**src/rtl/wdog_pkg.sv**
```systemverilog
package wdog_pkg;
  localparam int DW    = 8;
  localparam int PRE_W = 12;

  typedef struct packed {
    logic       ovf;
    logic       wd_mode;
    logic       en;
    logic       rsvd;
    logic       rst_kind;
    logic [2:0] csel;
  } ctrl_t;

  // divisor exponents for codes 0..7 : 1,4,16,32,64,256,1024,4096
  function automatic logic [PRE_W-1:0] div_mask(input logic [2:0] code);
    int sh;
    case (code)
      3'd0: sh = 0;
      3'd1: sh = 2;
      3'd2: sh = 4;
      3'd3: sh = 5;
      3'd4: sh = 6;
      3'd5: sh = 8;
      3'd6: sh = 10;
      default: sh = 12;
    endcase
    return PRE_W'((1 << sh) - 1);
  endfunction
endpackage

```
**src/rtl/wdog_prescale.sv**
```systemverilog
module wdog_prescale
  import wdog_pkg::*;
#(
  parameter int W = PRE_W
) (
  input  logic       clk_i,
  input  logic       rst_ni,
  input  logic       en_i,
  input  logic [2:0] csel_i,
  output logic       tick_o
);
  logic [W-1:0] pre_q;
  logic [W-1:0] mask;

  assign mask   = div_mask(csel_i);
  assign tick_o = en_i && ((pre_q & mask) == mask);

  always_ff @(posedge clk_i or negedge rst_ni) begin
    if (!rst_ni)   pre_q <= '0;
    else if (en_i) pre_q <= pre_q + 1'b1;
    else           pre_q <= '0;
  end

  assert_pre_idle_R5: assert property (@(posedge clk_i) disable iff (!rst_ni)
    !en_i |=> pre_q == '0);
endmodule

```
**src/rtl/wdog_count.sv**
```systemverilog
module wdog_count #(
  parameter int          DW  = 8,
  parameter logic [DW-1:0] KEY = 8'h5A
) (
  input  logic          clk_i,
  input  logic          rst_ni,
  input  logic          wr_i,
  input  logic [2*DW-1:0] wdata_i,
  input  logic          clr_i,
  input  logic          tick_i,
  output logic [DW-1:0] cnt_o,
  output logic          evt_o
);
  logic          acc;
  logic [DW-1:0] cnt_q;

  assign acc   = wr_i && (wdata_i[2*DW-1:DW] == KEY);
  assign evt_o = tick_i && !acc && (cnt_q == '1);
  assign cnt_o = cnt_q;

  always_ff @(posedge clk_i or negedge rst_ni) begin
    if (!rst_ni)     cnt_q <= '0;
    else if (acc)    cnt_q <= wdata_i[DW-1:0]; // write beats tick
    else if (clr_i)  cnt_q <= '0;
    else if (tick_i) cnt_q <= cnt_q + 1'b1;
  end

  assert_cnt_locked_R2: assert property (@(posedge clk_i) disable iff (!rst_ni)
    (wr_i && !acc && !tick_i && !clr_i) |=> $stable(cnt_q));
  assert_cnt_step_R5: assert property (@(posedge clk_i) disable iff (!rst_ni)
    (tick_i && !wr_i && !clr_i) |=> cnt_q == $past(cnt_q) + 1'b1);
  assert_write_wins_R11: assert property (@(posedge clk_i) disable iff (!rst_ni)
    (acc && tick_i) |=> cnt_q == $past(wdata_i[DW-1:0]));
endmodule

```
**src/rtl/wdog_ctrl.sv**
```systemverilog
module wdog_ctrl
  import wdog_pkg::*;
#(
  parameter logic [DW-1:0] KEY = 8'hA5
) (
  input  logic          clk_i,
  input  logic          rst_ni,
  input  logic          wr_i,
  input  logic [2*DW-1:0] wdata_i,
  input  logic          evt_i,
  output ctrl_t         ctrl_o,
  output logic          clr_o,
  output logic          irq_o,
  output logic          por_o,
  output logic          man_o
);
  logic  acc;
  ctrl_t d;
  ctrl_t q;

  assign acc = wr_i && (wdata_i[2*DW-1:DW] == KEY);
  assign d   = ctrl_t'(wdata_i[DW-1:0]);
  assign clr_o  = acc && !d.en;
  assign ctrl_o = q;

  always_ff @(posedge clk_i or negedge rst_ni) begin
    if (!rst_ni) begin
      q     <= '0;
      irq_o <= 1'b0;
      por_o <= 1'b0;
      man_o <= 1'b0;
    end else begin
      irq_o <= evt_i && !q.wd_mode;
      por_o <= evt_i && q.wd_mode && !q.rst_kind;
      man_o <= evt_i && q.wd_mode && q.rst_kind;
      if (acc) begin
        q.ovf      <= evt_i | (q.ovf & d.ovf); // only 0 clears
        q.wd_mode  <= d.wd_mode;
        q.en       <= d.en;
        q.rst_kind <= d.rst_kind;
        q.csel     <= d.csel;
      end else begin
        q.ovf <= q.ovf | evt_i;
      end
      q.rsvd <= 1'b0;
    end
  end

  assert_ctrl_locked_R3: assert property (@(posedge clk_i) disable iff (!rst_ni)
    (wr_i && !acc) |=> $stable({q.wd_mode, q.en, q.rst_kind, q.csel}));
  assert_rsvd_zero_R4: assert property (@(posedge clk_i) disable iff (!rst_ni)
    !q.rsvd);
  assert_wrap_flag_R6: assert property (@(posedge clk_i) disable iff (!rst_ni)
    evt_i |=> q.ovf);
  assert_ovf_sticky_R7: assert property (@(posedge clk_i) disable iff (!rst_ni)
    (q.ovf && !(acc && !d.ovf)) |=> q.ovf);
  assert_irq_pulse_R9: assert property (@(posedge clk_i) disable iff (!rst_ni)
    irq_o |=> !irq_o);
  assert_req_onehot_R10: assert property (@(posedge clk_i) disable iff (!rst_ni)
    $onehot0({irq_o, por_o, man_o}));
endmodule

```
**src/rtl/wdog_timer.sv**
```systemverilog
module wdog_timer
  import wdog_pkg::*;
#(
  parameter logic [DW-1:0] CNT_KEY  = 8'h5A,
  parameter logic [DW-1:0] CTRL_KEY = 8'hA5
) (
  input  logic            clk_i,
  input  logic            rst_ni,
  input  logic            addr_i,
  input  logic            we_i,
  input  logic [2*DW-1:0] wdata_i,
  output logic [DW-1:0]   rdata_o,
  output logic            irq_o,
  output logic            por_req_o,
  output logic            man_req_o
);
  ctrl_t         ctrl;
  logic          tick;
  logic          evt;
  logic          clr;
  logic [DW-1:0] cnt;

  wdog_prescale #(.W(PRE_W)) u_pre (
    .clk_i (clk_i),
    .rst_ni(rst_ni),
    .en_i  (ctrl.en),
    .csel_i(ctrl.csel),
    .tick_o(tick)
  );

  wdog_count #(.DW(DW), .KEY(CNT_KEY)) u_cnt (
    .clk_i  (clk_i),
    .rst_ni (rst_ni),
    .wr_i   (we_i && !addr_i),
    .wdata_i(wdata_i),
    .clr_i  (clr),
    .tick_i (tick),
    .cnt_o  (cnt),
    .evt_o  (evt)
  );

  wdog_ctrl #(.KEY(CTRL_KEY)) u_ctrl (
    .clk_i  (clk_i),
    .rst_ni (rst_ni),
    .wr_i   (we_i && addr_i),
    .wdata_i(wdata_i),
    .evt_i  (evt),
    .ctrl_o (ctrl),
    .clr_o  (clr),
    .irq_o  (irq_o),
    .por_o  (por_req_o),
    .man_o  (man_req_o)
  );

  assign rdata_o = addr_i ? {ctrl.ovf, ctrl.wd_mode, ctrl.en, 1'b0, ctrl.rst_kind, ctrl.csel}
                          : cnt;

  assert_idle_hold_R8: assert property (@(posedge clk_i) disable iff (!rst_ni)
    (!ctrl.en && !we_i) |=> $stable(cnt));
endmodule

```
**config.mk**
```make
export PLATFORM = sky130hd
export DESIGN_NAME = wdog_timer
export DESIGN_NICKNAME = d
export VERILOG_FILES = /design/src/rtl/wdog_pkg.sv /design/src/rtl/wdog_prescale.sv /design/src/rtl/wdog_count.sv /design/src/rtl/wdog_ctrl.sv /design/src/rtl/wdog_timer.sv
export SDC_FILE = /design/constraint.sdc
export NUM_CORES = 1
export LEC_CHECK = 0
export BUFFER_PORTS_ARGS = -buffer_cell sky130_fd_sc_hd__buf_2
export CAP_MARGIN = 5
export CORE_AREA = 2 2 62 64
export DETAILED_ROUTE_END_ITERATION = 10
export DIE_AREA = 0 0 64 66
export PLACE_DENSITY = 0.73
export RECOVER_POWER = 50
export SYNTH_ARGS = -nofsm -noshare
export SYNTH_HDL_FRONTEND = slang
export SYNTH_SLANG_ARGS = --single-unit
export TNS_END_PERCENT = 10
```
**constraint.sdc**
```tcl
create_clock -name clk_i -period 5.85 [get_ports clk_i]
set_input_delay 1.17 -clock clk_i [delete_from_list [all_inputs] [get_ports clk_i]]
set_output_delay 1.17 -clock clk_i [all_outputs]
set_load 0.02 [all_outputs]
```
==> results_dict.tcl <==
set metrics [dict create \
    async_reset_ff_frac 1.000 \
    period_minus_slack_ps 3106 \
    syn_area_um2 1797 \
    grt.total_usage 0.2016 \
    utilization 0.5743 \
    powerDensity_nw_per_um2 202.7 \
    status "finished with violations" \
    synth_largest_area_cell "dfrtp_1" \
    finClkSkew_ps 8.359 \
    cp_data_arrival_time_ps 1940 \
    grt_pass1_wl_um 6610 \
    fmax_mhz 322.0 \
    critPathCapture "rdata_o[2]" \
    ir_drop_mv 0.1278 \
    setup-tns-final_ps 0 \
    overflow 0 \
    cts_sinks 30 \
    worstMarginPinSlew_ps 1610 \
    cts.reportedPaths.clkPinSlew_ps 90 \
    worstPathMaxFanout 13 \
    fin_crit_sh 0.5309 \
    min_delay_path_depth 1 \
    critPathBufInv 2 \
    yosysSeqAreaShare 0.4178 \
    syn_avg_cell_area_um2 9.608 \
    cts_buffer_depth 2 \
    syn_inst 187 \
    relSlewSlack -0.07338 \
    yosys_warnings 0 \
    rsz0062_at_grt "no" \
    postRouteAntennaNets 0 \
    placed_cell_area_um2 1981 \
    cp_data_required_time_ps 4680 \
    r2r.worst_path.cells 7 \
    syn-num-nets 210 \
    synth_most_common_cell "dfrtp_1" \
    std_cell_rows 22 \
    worstSkewPairLatency_ps 330 \
    die_w_um 64 \
    dieArea_um2 4224 \
    synth_edf_count 0 \
    diodes 0 \
    numCtsBuffers 5 \
    drv_slew 31 \
    nFillCells 337 \
    core_um2 3551 \
    max_stage_delay_ps 360 \
    ys.flop_type "dfrtp_1" \
    startpoint_type "input pin" \
    vias_per_cell 5.693 \
    antenna_found_initial 0 \
    io-pin-count 31 \
    drive_gt1_frac 0.2237 \
    gp_congestion 0.7788 \
    wirelength_um 3897 \
    grt_pass1_vias 1447 \
    port-buffer-count 30 \
    yosysUniqueCellTypes 38 \
    initial_core_util 0.5060 \
    cts_tree "done" \
    ctsHoldBuffers 0 \
    leakagePower_nw 1.047 \
    violations "capacitance limit, slew limit" \
    synthTopCellsByCount "30 x dfrtp_1, 14 x nand2_1, 13 x and2_1" \
    post_drt_wl_per_cell_um 14.60 \
    synth_seq_cells 30 \
    hold_viol 0 \
    grt_max_degree 31 \
    worstPathCellList "buf_2 > mux2_2 > buf_2" \
    die_h_um 66 \
    drt-initial-drc-count 97 \
    cp_common_cell "buf_2" \
    min_path_type "reg -> reg" \
    setup_viol 0 \
    nets 241 \
    startpoint "addr_i" \
    cp.depth 3 \
    cts_resized 0 \
    design_area_um2 2039 \
    first_pass_iters 4 \
    yosys.area.top_type_share 0.4178 \
    path_class "in -> out" \
    crit_family "buffers and inverters" \
    r2r_setup_slack_ps 3080 \
    rr_startpoint "u_ctrl.ctrl_o[1]" \
    ys_top_cells_by_area "dfrtp_1 42%, mux2_2 6.9%, and2_1 4.5%" \
    cts-root-buf "clkbuf_4" \
    hpwl_um 2667 \
    cp-end-kind "output pin" \
    drv_cap 1 \
    syn2layout_area_growth_pct 13.51 \
    post_cts_buffers 0 \
    ctsHtreeMaxLevel 2 \
    drc 0 \
    vias 1520 \
    r2r_end "u_cnt.cnt_o[7]" \
    critPathSlowestCell "mux2_2" \
]
## worst reg2reg max path, delay by kind of cell, from the launching register on
family / cells / cell delay (ps)
AND/OR/NAND/NOR: 4 / 1130
AO/OA/AOI/OAI: 2 / 830
flip-flops: 1 / 490
adder cells (fa/ha/maj): 1 / 220
## power by group
group / internal [W] / leakage [nW] / switching (W)
logic: 0.0000262 / 0.601 / 0.0000362
registers: 0.000214 / 0.411 / 0.00000813
clock network: 0.0000582 / 0.0353 / 0.0000711
## final cells by class
type,instances,area [µm²],share of cell area
inverters,5,18.77,0.009202
multi-input cells,145,993.5,0.4871
clock inverters,1,5.005,0.002454
repair buffers,31,156.4,0.07669
clock buffers,7,55.05,0.02699
well taps,48,60.06,0.02945
flip-flops and latches,30,750.7,0.3681
## routing by layer
layer / vias up / share of wire / wire length [µm] / track usage
met4: 0 / 0.0098 / 38 / 0.05435
li1: 755 / - / - / -
met5: - / 0 / 0 / 0
met1: 730 / 0.48 / 1874 / 0.2633
met3: 5 / 0.038 / 149 / 0.05111
met2: 30 / 0.47 / 1836 / 0.3320
## cells by family (layout without fill, tap and decap cells)
kind of cell / Yosys count / in the layout / share of synthesized area
AO/OA/AOI/OAI: 42 / 42 / 0.1602
other: 1 / 1 / 0.002087
adder cells (fa/ha/maj): 3 / 3 / 0.02089
buffers and inverters: 12 / 44 / 0.02925
multiplexers: 11 / 11 / 0.06894
XOR/XNOR: 10 / 10 / 0.04874
flip-flops: 30 / 30 / 0.4178
AND/OR/NAND/NOR: 78 / 78 / 0.2521
## worst min path at each step
stage                           startpoint      endpoint  slack, ps
after global routing      u_ctrl.ctrl_o[6]  u_ctrl.irq_o        520
after floorplan           u_ctrl.ctrl_o[6]  u_ctrl.irq_o        440
after global placement    u_ctrl.ctrl_o[3]  u_ctrl.por_o        470
after CTS                 u_ctrl.ctrl_o[3]  u_ctrl.por_o        490
after detailed placement  u_ctrl.ctrl_o[3]  u_ctrl.por_o        470
final                     u_ctrl.ctrl_o[6]  u_ctrl.irq_o        490
## per-stage QoR
step,std cells,hold slack (ps),worst slack [ps],power (W)
floorplan,187,436.6,2798,0.0002634
global placement,259,465.6,2750,0.0002860
detailed placement,259,473.9,2755,0.0002868
CTS,267,491.3,2753,0.0004173
global route,267,515.3,2715,0.0004331
finish,267,493.7,2744,0.0004134
## state kept, by name (all words and copies together), names as in the netlist
| name | cells |
|---|---|
| u_cnt.cnt_o | 8 |
| u_ctrl.irq_o | 1 |
| u_ctrl.man_o | 1 |
| u_ctrl.ctrl_o | 7 |
| u_ctrl.por_o | 1 |
| u_pre.pre_q | 12 |
## cells in the final DEF (no fill, tap or decap), drive strengths merged, types with 9 or more instances in the layout
master,count
o21ai,12
and2,13
nand2,14
dfrtp,30
mux2,11
buf,30
and3,10
a21oi,9
(Power assumes the default switching activity.)
